**config.mk**
```make
export PLATFORM = sky130hd
export DESIGN_NAME = int_cmd_sched
export DESIGN_NICKNAME = d
export VERILOG_FILES = /design/src/rtl/ics_pkg.sv /design/src/rtl/ics_frame_sched.sv /design/src/rtl/ics_value_gen.sv /design/src/rtl/ics_issue_ctl.sv /design/src/rtl/int_cmd_sched.sv
export SDC_FILE = /design/constraint.sdc
export NUM_CORES = 1
export LEC_CHECK = 0
export BUFFER_PORTS_ARGS = -buffer_cell sky130_fd_sc_hd__buf_2
export CORE_MARGIN = 1
export CORE_UTILIZATION = 48
export DETAILED_ROUTE_END_ITERATION = 16
export PLACE_DENSITY_LB_ADDON = 0.2
export RECOVER_POWER = 25
export SLEW_MARGIN = 0
export SYNTH_ARGS = -nofsm -noshare
export SYNTH_HDL_FRONTEND = slang
export SYNTH_SLANG_ARGS = --single-unit
```
**constraint.sdc**
```tcl
create_clock -name clk -period 4 [get_ports clk]
set_clock_uncertainty 0.05 [all_clocks]
set_input_delay 0.2 -clock clk [delete_from_list [all_inputs] [get_ports clk]]
set_output_delay 0.2 -clock clk [all_outputs]
set_load 0.02 [all_outputs]
```
**src/rtl/ics_pkg.sv**
```systemverilog
// Package: shared mode encoding for the internal command scheduler.
// Assumes: mode field is two bits; the upper bit set means "commands active".
package ics_pkg;
    typedef enum logic [1:0] {
        MODE_OFF_A = 2'd0,
        MODE_OFF_B = 2'd1,
        MODE_RAMP  = 2'd2,
        MODE_WAVE  = 2'd3
    } sched_mode_e;

    // True when the mode produces internal commands
    function automatic logic mode_active(input logic [1:0] m);
        return m[1];
    endfunction
endpackage

```
**src/rtl/ics_frame_sched.sv**
```systemverilog
// Module: frame countdown deciding which frame ticks carry a due command.
// Assumes: step_i is already qualified (armed, active mode, no restart).
//          A period of 0 is treated as 1. Restart loads the phase offset.
module ics_frame_sched #(
    parameter int PER_W = 8
) (
    input  logic             clk,
    input  logic             rst_n,
    input  logic             restart_i,
    input  logic             step_i,
    input  logic [PER_W-1:0] period_i,
    input  logic [PER_W-1:0] phase_i,
    output logic             due_o
);
    logic [PER_W-1:0] cnt_q;
    logic [PER_W-1:0] reload;

    // Reload value: frames to wait after a due tick
    always_comb begin
        reload = (period_i == '0) ? '0 : period_i - PER_W'(1);
    end

    assign due_o = step_i && (cnt_q == '0);

    // Countdown: restart aligns to phase, each qualified tick counts down
    always_ff @(posedge clk) begin
        if (!rst_n) begin
            cnt_q <= '0;
        end else if (restart_i) begin
            cnt_q <= phase_i;
        end else if (step_i) begin
            cnt_q <= (cnt_q == '0) ? reload : cnt_q - PER_W'(1);
        end
    end

    // a restart always lands on the phase offset
    assert_phase_load_R3: assert property (@(posedge clk) disable iff (!rst_n)
        restart_i |=> cnt_q == $past(phase_i))
        else $error("phase load failed");
endmodule

```
**src/rtl/ics_value_gen.sv**
```systemverilog
// Module: ramp value / waveform index generator.
// Assumes: advance_i pulses once per due tick (issued or skipped).
//          Ramp mode: start, add stride, wrap to start when above limit.
//          Waveform mode: start 0, stride 1, same limit.
module ics_value_gen #(
    parameter int VAL_W = 16
) (
    input  logic             clk,
    input  logic             rst_n,
    input  logic             restart_i,
    input  logic             advance_i,
    input  logic [1:0]       mode_i,
    input  logic [VAL_W-1:0] start_i,
    input  logic [VAL_W-1:0] stride_i,
    input  logic [VAL_W-1:0] limit_i,
    output logic [VAL_W-1:0] val_o
);
    import ics_pkg::*;

    logic [VAL_W-1:0] base;
    logic [VAL_W-1:0] inc;
    logic [VAL_W:0]   sum;
    logic [VAL_W-1:0] nxt;

    // Per-mode origin and increment, then wrap at the limit
    always_comb begin
        base = (mode_i == MODE_WAVE) ? '0 : start_i;
        inc  = (mode_i == MODE_WAVE) ? VAL_W'(1) : stride_i;
        sum  = {1'b0, val_o} + {1'b0, inc};
        nxt  = (sum > {1'b0, limit_i}) ? base : sum[VAL_W-1:0];
    end

    // Value register: reload on restart, step on every due tick
    always_ff @(posedge clk) begin
        if (!rst_n) begin
            val_o <= '0;
        end else if (restart_i) begin
            val_o <= base;
        end else if (advance_i) begin
            val_o <= nxt;
        end
    end

    // a ramp advance either climbs or returns to the start value
    assert_ramp_wrap_R5: assert property (@(posedge clk) disable iff (!rst_n)
        (advance_i && !restart_i && mode_i == MODE_RAMP && stride_i != '0)
        |=> (val_o == $past(start_i) || val_o > $past(val_o)))
        else $error("ramp advance out of order");

    // the waveform index steps by one or returns to zero
    assert_index_step_R6: assert property (@(posedge clk) disable iff (!rst_n)
        (advance_i && !restart_i && mode_i == MODE_WAVE)
        |=> (val_o == '0 || val_o == $past(val_o) + VAL_W'(1)))
        else $error("index advance out of order");
endmodule

```
**src/rtl/ics_issue_ctl.sv**
```systemverilog
// Module: issue decision, self-busy window and header register.
// Assumes: due_i is a single-cycle strobe; collide_i reflects other bus
//          traffic in the same cycle. Issue blocks for BUSY_CYC cycles.
module ics_issue_ctl #(
    parameter int VAL_W    = 16,
    parameter int BUSY_CYC = 25
) (
    input  logic             clk,
    input  logic             rst_n,
    input  logic             due_i,
    input  logic             collide_i,
    input  logic [VAL_W-1:0] val_i,
    output logic             issue_o,
    output logic [VAL_W-1:0] cmd_val_o,
    output logic [VAL_W-1:0] hdr_o
);
    localparam int CW = $clog2(BUSY_CYC + 1);

    logic [CW-1:0] busy_q;
    logic          go;

    assign go = due_i && !collide_i && (busy_q == '0);

    // Issue pulse, payload and header capture on an actual issue
    always_ff @(posedge clk) begin
        if (!rst_n) begin
            issue_o   <= 1'b0;
            cmd_val_o <= '0;
            hdr_o     <= '0;
        end else begin
            issue_o <= go;
            if (go) begin
                cmd_val_o <= val_i;
                hdr_o     <= val_i;
            end
        end
    end

    // Busy window: load on issue, count down to idle
    always_ff @(posedge clk) begin
        if (!rst_n) begin
            busy_q <= '0;
        end else if (go) begin
            busy_q <= CW'(BUSY_CYC);
        end else if (busy_q != '0) begin
            busy_q <= busy_q - CW'(1);
        end
    end

    // no issue may follow a cycle in which the bus is still ours
    assert_busy_guard_R9: assert property (@(posedge clk) disable iff (!rst_n)
        (busy_q != '0) |=> !issue_o)
        else $error("issue during busy window");

    // header holds between issues
    assert_hdr_hold_R8: assert property (@(posedge clk) disable iff (!rst_n)
        !issue_o |-> $stable(hdr_o))
        else $error("header moved without issue");

    // header and payload agree whenever a command goes out
    assert_hdr_match_R8: assert property (@(posedge clk) disable iff (!rst_n)
        issue_o |-> hdr_o == cmd_val_o)
        else $error("header differs from payload");
endmodule

```
**src/rtl/int_cmd_sched.sv**
```systemverilog
// Module: top of the internal command scheduler.
// Assumes: frame_tick_i and acq_start_i are single-cycle pulses; mode and
//          parameters are stable during an acquisition. A start pulse
//          takes precedence over a tick in the same cycle.
module int_cmd_sched #(
    parameter int VAL_W       = 16,
    parameter int PER_W       = 8,
    parameter int ISSUE_DLY   = 17,
    parameter int WORD_CYCLES = 8
) (
    input  logic             clk,
    input  logic             rst_n,
    input  logic             frame_tick_i,
    input  logic             acq_start_i,
    input  logic             data_req_i,
    input  logic             bus_busy_i,
    input  logic [1:0]       mode_i,
    input  logic [PER_W-1:0] step_period_i,
    input  logic [PER_W-1:0] step_phase_i,
    input  logic [VAL_W-1:0] ramp_start_i,
    input  logic [VAL_W-1:0] ramp_step_i,
    input  logic [VAL_W-1:0] ramp_max_i,
    output logic             cmd_issue_o,
    output logic [VAL_W-1:0] cmd_value_o,
    output logic [VAL_W-1:0] hdr_value_o
);
    import ics_pkg::*;

    localparam int BUSY_CYC = ISSUE_DLY + WORD_CYCLES;

    logic             armed_q;
    logic             run_tick;
    logic             due;
    logic             collide;
    logic [VAL_W-1:0] sched_val;

    assign run_tick = frame_tick_i && armed_q && mode_active(mode_i) && !acq_start_i;
    assign collide  = data_req_i || bus_busy_i;

    // Arm flag: set by the first acquisition start after reset
    always_ff @(posedge clk) begin
        if (!rst_n) begin
            armed_q <= 1'b0;
        end else if (acq_start_i) begin
            armed_q <= 1'b1;
        end
    end

    ics_frame_sched #(.PER_W(PER_W)) i_frame_sched (
        .clk       (clk),
        .rst_n     (rst_n),
        .restart_i (acq_start_i),
        .step_i    (run_tick),
        .period_i  (step_period_i),
        .phase_i   (step_phase_i),
        .due_o     (due)
    );

    ics_value_gen #(.VAL_W(VAL_W)) i_value_gen (
        .clk       (clk),
        .rst_n     (rst_n),
        .restart_i (acq_start_i),
        .advance_i (due),
        .mode_i    (mode_i),
        .start_i   (ramp_start_i),
        .stride_i  (ramp_step_i),
        .limit_i   (ramp_max_i),
        .val_o     (sched_val)
    );

    ics_issue_ctl #(.VAL_W(VAL_W), .BUSY_CYC(BUSY_CYC)) i_issue_ctl (
        .clk       (clk),
        .rst_n     (rst_n),
        .due_i     (due),
        .collide_i (collide),
        .val_i     (sched_val),
        .issue_o   (cmd_issue_o),
        .cmd_val_o (cmd_value_o),
        .hdr_o     (hdr_value_o)
    );

    // commands only leave right after a frame tick
    assert_tick_only_R1: assert property (@(posedge clk) disable iff (!rst_n)
        cmd_issue_o |-> $past(frame_tick_i))
        else $error("issue without frame tick");

    // issue is a single-cycle pulse
    assert_pulse_R1: assert property (@(posedge clk) disable iff (!rst_n)
        cmd_issue_o |=> !cmd_issue_o)
        else $error("issue longer than one cycle");

    // no issue over data traffic or a busy bus
    assert_collide_skip_R4: assert property (@(posedge clk) disable iff (!rst_n)
        cmd_issue_o |-> (!$past(data_req_i) && !$past(bus_busy_i)))
        else $error("issue during collision");

    // only the active modes issue
    assert_mode_gate_R7: assert property (@(posedge clk) disable iff (!rst_n)
        cmd_issue_o |-> $past(mode_i[1]))
        else $error("issue in inactive mode");

    // nothing issues before the first acquisition start
    assert_armed_R11: assert property (@(posedge clk) disable iff (!rst_n)
        cmd_issue_o |-> $past(armed_q))
        else $error("issue before acquisition start");
endmodule

```
==> metrics.yaml, run 1 <==
power_and_ir_drop:
  p_sw_mw: 0.602
  combPwrFrac_pct: 45.9
  ir_worst_vdd_mv: 0.167
  p_clk_share_pct: 20.9
  sequentialPowerShare_pct: 33.2
  swShare_pct: 35.7
  power.density_nw_per_um2: 375
  power_leakage_nw: 2.03
  p_total_mw: 1.69
  intPower_mw: 1.08
synth:
  yosys.area_share.simple_pct: 24.6
  avgSynthCellArea_sq_um: 7.58
  ys_seq_elements: 47
  syn-num-nets: 587
  yosysWarnings: 0
  synth_xor_area_share_pct: 4.35
  synth_compound_area_share_pct: 22.2
  synthAdderAreaFrac_pct: 13.0
  synth_top_family_by_area: "simple AND/OR/NAND/NOR gates"
  synth-edff-count: 0
  async_reset_ff_share_pct: 0
  syn-instance-count: 478
  ys_types: 55
  synth_mux_area_share_pct: 0.311
  yosysSeqAreaShare_pct: 26.0
  synthFlopType: "dfxtp_1"
  netlist_area_sq_um: 3620
route:
  num_vias: 3787
  routed_wl_um: 9720
  drc_errors: 0
  avgViaCountPerCell: 5.57
  drtIter0Drc: 410
  antenna_left: 0
  dr.pass1.iters: 5
  wl_per_cell_um: 14.3
clock_tree:
  clk_pin_slew_ps: 90
  cts_tree: "built"
  htreeDepth: 2
  cts_buffers: 5
  cts.sinks: 47
  clk-insertion-delay-late_ps: 300
  clockBufferDepth: 2
  clock-root-buffer: "clkbuf_8"
  hold_buffers: 0
sta:
  period_minus_slack_ps: 3850
  drv_slew: 0
  period_share_pct: 96.3
  hold_viol: 0
  relSlewSlack_pct: 39.5
  setup_viol: 0
  fmax_mhz: 259
  worst_pin_slew_ps: 905
die:
  initial_utilization_pct: 49.9
  fp.dieH_um: 88.9
  die_width_um: 88.9
  row_count: 31
  core_area_sq_um: 7250
  io_pins: 105
  die_area_sq_um: 7900
final_layout:
  final_layout_size_suffix_gt1_share_pct: 24.3
  fillCellCount: 685
  area_delta_synth_final_pct: 24.0
  stdcell_count: 680
  diodes: 0
  layout.nets: 689
  final_area_sq_um: 4490
worst_setup_path:
  crit_family: "compound AO/OA/AOI/OAI gates"
  cp-start-kind: "flop"
  crit_path_top_delay_cell: "a2111o_1"
  critPathRequiredTime_ps: 4180
  crit_fanout: 7
  cp-end-kind: "flop"
  crit_arrival_ps: 4030
  cpPeakStageDelay_ps: 410
  cp_cell_sequence: "ha_2 > fa_2 > a21oi_2 > buf_4 > o211ai_1 > nor2_2 > xnor2_2 > ha_1 > a211oi_2 > nor2_1 > a2111o_1 > a2111o_1 > a21oi_4 > buf_12 > clkbuf_16 > nand3_1 > a31oi_1"
  crit_top_cell: "a2111o_1"
  critPathKind: "flop to flop"
  path_buf_inv: 3
grt:
  gr-total-overflow: 0
  antenna_found_initial: 0
  globalRouteTotalUtil_pct: 23.9
  grt_max_degree: 34
  grt_pass1_wl_um: 14600
  grt_pass1_vias: 3150
hold_path:
  worstHoldPathType: "input pin to flop"
placement:
  gp_congestion: 0.943
  place_inst: 668
  place.port_buffers: 104
  place_hpwl_um: 7370
  placed_cell_area_sq_um: 4240
run_status:
  status: "finished clean"
job:
  cap_violations: 0
==> final timing paths <==
kind | to | slack [ps] | from | depth (start not counted)
max | i_value_gen.val_o[15] | 150 | i_value_gen.val_o[0] | 17
min | i_frame_sched.cnt_q[7] | 80 | step_phase_i[7] | 3
max reg2reg | i_value_gen.val_o[15] | 150 | i_value_gen.val_o[0] | 17
min reg2reg | i_issue_ctl.cmd_val_o[9] | 420 | i_issue_ctl.cmd_val_o[9] | 2
==> tightest hold or removal path, cell delays in order <==
cell	delay, ps
buf_2	70
o21ai_0	60
nor2_1	70
==> cell usage after synthesis (4+ instances only) <==
cell	number	area share, %
nor2_1	27	2.8
nand3_1	9	1.2
o21bai_1	4	0.83
dfxtp_1	47	26
o21ai_0	28	3.9
buf_4	16	3.3
and2_1	18	3.1
and3_1	4	0.69
o22ai_1	4	0.69
a31oi_1	16	2.8
a21o_1	6	1.2
buf_2	4	0.55
xor2_1	6	1.5
xnor2_1	12	2.9
nand4_1	10	1.7
ha_1	36	12
a21oi_1	29	4.0
nand2_1	69	7.2
inv_1	30	3.1
clkbuf_1	16	1.7
a221oi_1	4	0.97
nand3b_1	13	2.7
nor3_1	14	1.9
o211ai_1	6	1.2
==> power by group through the flow <==
stage | clock network, mW | logic (mW) | registers, mW
4_1_cts | 0.358 | 0.690 | 0.558
6_report | 0.352 | 0.774 | 0.559
5_1_grt | 0.380 | 0.855 | 0.565
3_5_place_dp | 0 | 0.686 | 0.568
2_1_floorplan | 0 | 0.483 | 0.553
3_3_place_gp | 0 | 0.664 | 0.567
==> cells by family (layout without fill, tap and decap cells) <==
| family | count (synthesis) | in the layout |
|---|---|---|
| simple gates | 181 | 181 |
| compound gates | 124 | 124 |
| buf+inv | 70 | 173 |
| flops | 47 | 47 |
| fa+ha+maj | 37 | 37 |
| xor+xnor | 18 | 18 |
| mux | 1 | 1 |
==> per-stage QoR <==
step	utilization, %	TNS [ps]	hold slack [ps]	setup slack (ps)
3_3_place_gp	58.4	-1140	393	-90.5
5_1_grt	61.9	-4.33	77.5	-4.33
6_report	61.9	0	81.0	146
3_5_place_dp	58.4	-2230	407	-158
4_1_cts	60.0	0	78.3	59.8
2_1_floorplan	-	0	302	51.9
==> cells in the final DEF (no fill, tap or decap), types with 9 or more instances in the layout <==
cell type and count:
buf_2 85, nand2_1 69, dfxtp_1 46, ha_1 35
inv_1 30, o21ai_0 28, a21oi_1 27, nor2_1 26
buf_4 24, clkbuf_1 19, and2_1 18, a31oi_1 16
nor3_1 14, nand3b_1 13, nand4_1 10, nand3_1 9
==> repair_timing <==
action	in CTS	in global routing
setup buffers	0	1
setup endpoints to repair	0	16
resized for setup	0	15
==> layout make-up <==
| type | instances | area [sq um] | area share, % |
|---|---|---|---|
| multi-input cells | 361 | 2410 | 53.7 |
| flip-flops and latches | 47 | 942 | 21.0 |
| repair buffers | 133 | 778 | 17.3 |
| well taps | 99 | 124 | 2.76 |
| inverters | 32 | 120 | 2.67 |
| clock buffers | 5 | 68.8 | 1.53 |
| clock inverters | 3 | 46.3 | 1.03 |
==> registers in the layout, summed over array words and instances (netlist names) <==
name	flops
armed_q	1
i_frame_sched.cnt_q	8
i_issue_ctl.busy_q	5
i_issue_ctl.cmd_val_o	16
i_issue_ctl.issue_o	1
i_value_gen.val_o	16
==> routing by layer <==
| layer | part of all wire [%] | vias to the layer above | track usage, % |
|---|---|---|---|
| met1 | 47 | 1699 | 35.1 |
| met3 | 7.2 | 19 | 3.08 |
| li1 | - | 1897 | - |
| met5 | 0 | - | 0 |
| met2 | 44 | 172 | 36.2 |
| met4 | 1.5 | 0 | 7.04 |
Note: power is estimated with default switching activity, not from simulation.
==> run 2: changes to the inputs <==
CORE_UTILIZATION = 53   (was 48)
clock period = 4.3 ns   (was 4 ns; I/O delays follow)
==> metrics.yaml, run 2 (same netlist as run 1, synthesis figures left out) <==
final_layout:
  top_regs: "i_issue_ctl.cmd_val_o x16, i_value_gen.val_o x16, i_frame_sched.cnt_q x8"
  layout.nets: 664  # -3.6%
  fillCellCount: 638  # -6.9%
  final_cell_mix: "84 x buf_2, 69 x nand2_1, 47 x dfxtp_1"
  regArea_sq_um: 941  # -0.13%
  area_delta_synth_final_pct: 13.5
  final_common_cell: "buf_2"
  multiInputGateArea_sq_um: 2340  # -3.1%
  final_layout_size_suffix_gt1_share_pct: 18.5  # -5.7 points
  diodes: 0  # unchanged
  utilization_pct: 63.6  # +1.7 points
sta:
  relSlewSlack_pct: 41.0  # +1.4 points
  fmax_mhz: 251  # -3.4%
  period_share_pct: 92.8  # -3.5 points
  worst_pin_slew_ps: 883  # -21.6 ps
  hold_viol: 0  # unchanged
  setup_viol: 0  # unchanged
  rsz0062_at_grt: "no"
  fin_setup_tns_ps: 0  # unchanged
  period_minus_slack_ps: 3990  # +136 ps
  fin_ws_ps: 310  # +164 ps
  drv_slew: 0  # unchanged
hold_path:
  worstHoldPathType: "input pin to flop"
  worstHoldStart: "step_phase_i[7]"
clock_tree:
  clk_pin_slew_ps: 90  # about the same
  clk-insertion-delay-late_ps: 300  # about the same
  htreeDepth: 2  # unchanged
  cts.sinks: 47  # unchanged
  hold_buffers: 0  # unchanged
  cts_buffers: 5  # unchanged
  clock-root-buffer: "clkbuf_8"
  cts_tree: "built"
  clockBufferDepth: 2  # unchanged
grt:
  grt_pass1_wl_um: 14900  # +2.5%
  globalRouteTotalUtil_pct: 25.6  # +1.7 points
  gr-total-overflow: 0  # unchanged
  grt_pass1_vias: 3208  # +1.8%
  antenna_found_initial: 0  # unchanged
  grt_max_degree: 34  # unchanged
worst_setup_path:
  crit_path_top_delay_cell: "fa_1"
  path_buf_inv: 1  # -2
  r2r-start: "i_value_gen.val_o[0]"
  crit_family: "compound AO/OA/AOI/OAI gates"
  crit_arrival_ps: 4080  # +50 ps
  cpPeakStageDelay_ps: 410  # about the same
  cp-end-kind: "flop"
  cp-start-kind: "flop"
  cp_cell_sequence: "ha_1 > fa_1 > a21oi_2 > o2111ai_1 > a31o_2 > a21oi_1 > xnor2_1 > ha_1 > a211o_1 > o211ai_1 > a21oi_1 > a2111o_1 > a21oi_2 > buf_4 > nand3b_1 > a31oi_1"
  critPathKind: "flop to flop"
  startpoint: "i_value_gen.val_o[0]"
  critPathRequiredTime_ps: 4390  # +210 ps
  crit_fanout: 18  # +11
die:
  die_width_um: 84.7  # -4.7%
  core_area_sq_um: 6460  # -11%
  row_count: 29  # -6.5%
  fp.dieH_um: 84.7  # -4.7%
  io_pins: 105  # unchanged
  die_area_sq_um: 7170  # -9.2%
  initial_utilization_pct: 56.1  # +6.1 points
power_and_ir_drop:
  ir_worst_vdd_mv: 0.127  # -24%
  power.density_nw_per_um2: 334  # -11%
  power_leakage_nw: 1.84  # -9.5%
job:
  cap_violations: 0  # unchanged
placement:
  place_hpwl_um: 7130  # -3.3%
  post-place-ws_ps: 3.62  # +162 ps
  place.port_buffers: 104  # unchanged
  gp_congestion: 0.922  # -2.2%
route:
  avgViaCountPerCell: 5.66  # +1.7%
  num_vias: 3585  # -5.3%
  wl_per_cell_um: 14.1  # -1.3%
  dr.pass1.iters: 7  # +2
  drc_errors: 0  # unchanged
  routed_wl_um: 8930  # -8.1%
  antenna_left: 0  # unchanged
  drtIter0Drc: 328  # -20%
run_status:
  status: "finished clean"
run 2: cell count changes in the layout (fill, tap and decap cells not counted), moves of 2 or more:
cell       change
buf_12         -2
xnor2_2        -4
clkbuf_16      -2
o2111ai_2      -2
o2111ai_1      +2
xnor2_1        +4
buf_4         -20
a21oi_4        -2
run 2: path summary, 6_finish.rpt:
check,cells after the start,slack [ps],end
setup / recovery,16,310,i_value_gen.val_o[1]
hold / removal,3,90,i_frame_sched.cnt_q[7]
setup reg to reg,16,310,i_value_gen.val_o[1]
hold reg to reg,2,420,i_issue_ctl.cmd_val_o[3]
run 2: metrics by stage:
stage | instances | hold WS (ps) | cell area [sq um] | power (mW)
global route | 633 | 121 | 4110 | 1.48
CTS | 633 | 86.1 | 4130 | 1.37
finish | 633 | 93.9 | 4110 | 1.37
floorplan | 478 | 317 | 3620 | 0.964
global placement | 625 | 401 | 4040 | 1.09
detailed placement | 625 | 408 | 4040 | 1.10
run 2: worst register-to-register path: stages, from the launching register on:
cell and delay (ps):
dfxtp_1 340, ha_1 230, fa_1 410, a21oi_2 190, o2111ai_1 200, a31o_2 270, a21oi_1 170, xnor2_1 180
ha_1 290, a211o_1 290, o211ai_1 80, a21oi_1 90, a2111o_1 400, a21oi_2 180, buf_4 220, nand3b_1 120
a31oi_1 90
run 2: layout make-up:
class | instances | area share [%]
multi-input cells | 361 | 56.9
clock inverters | 3 | 0.487
clock buffers | 5 | 1.67
well taps | 77 | 2.34
repair buffers | 108 | 12.8
inverters | 32 | 2.92
flip-flops and latches | 47 | 22.9
run 2: per-layer routing:
metal | track usage (%) | routed length [um] | up-vias
met5 | 0 | 0 | -
met4 | 8.78 | 172 | 0
met3 | 3.83 | 562 | 17
met2 | 36.6 | 3700 | 125
met1 | 38.8 | 4500 | 1602
li1 | - | - | 1841
run 2: repair_timing:
| action | in CTS | in global routing |
|---|---|---|
| resized for setup | 0 | 1 |
| hold endpoints to repair | 0 | 0 |
| buffers inserted | 0 | 0 |
| setup endpoints to repair | 0 | 9 |
run 2: power by group:
| part | switching [mW] | internal, mW |
|---|---|---|
| Sequential | 0.0396 | 0.480 |
| Clock | 0.154 | 0.113 |
| Combinational | 0.323 | 0.261 |
| Total | 0.516 | 0.854 |
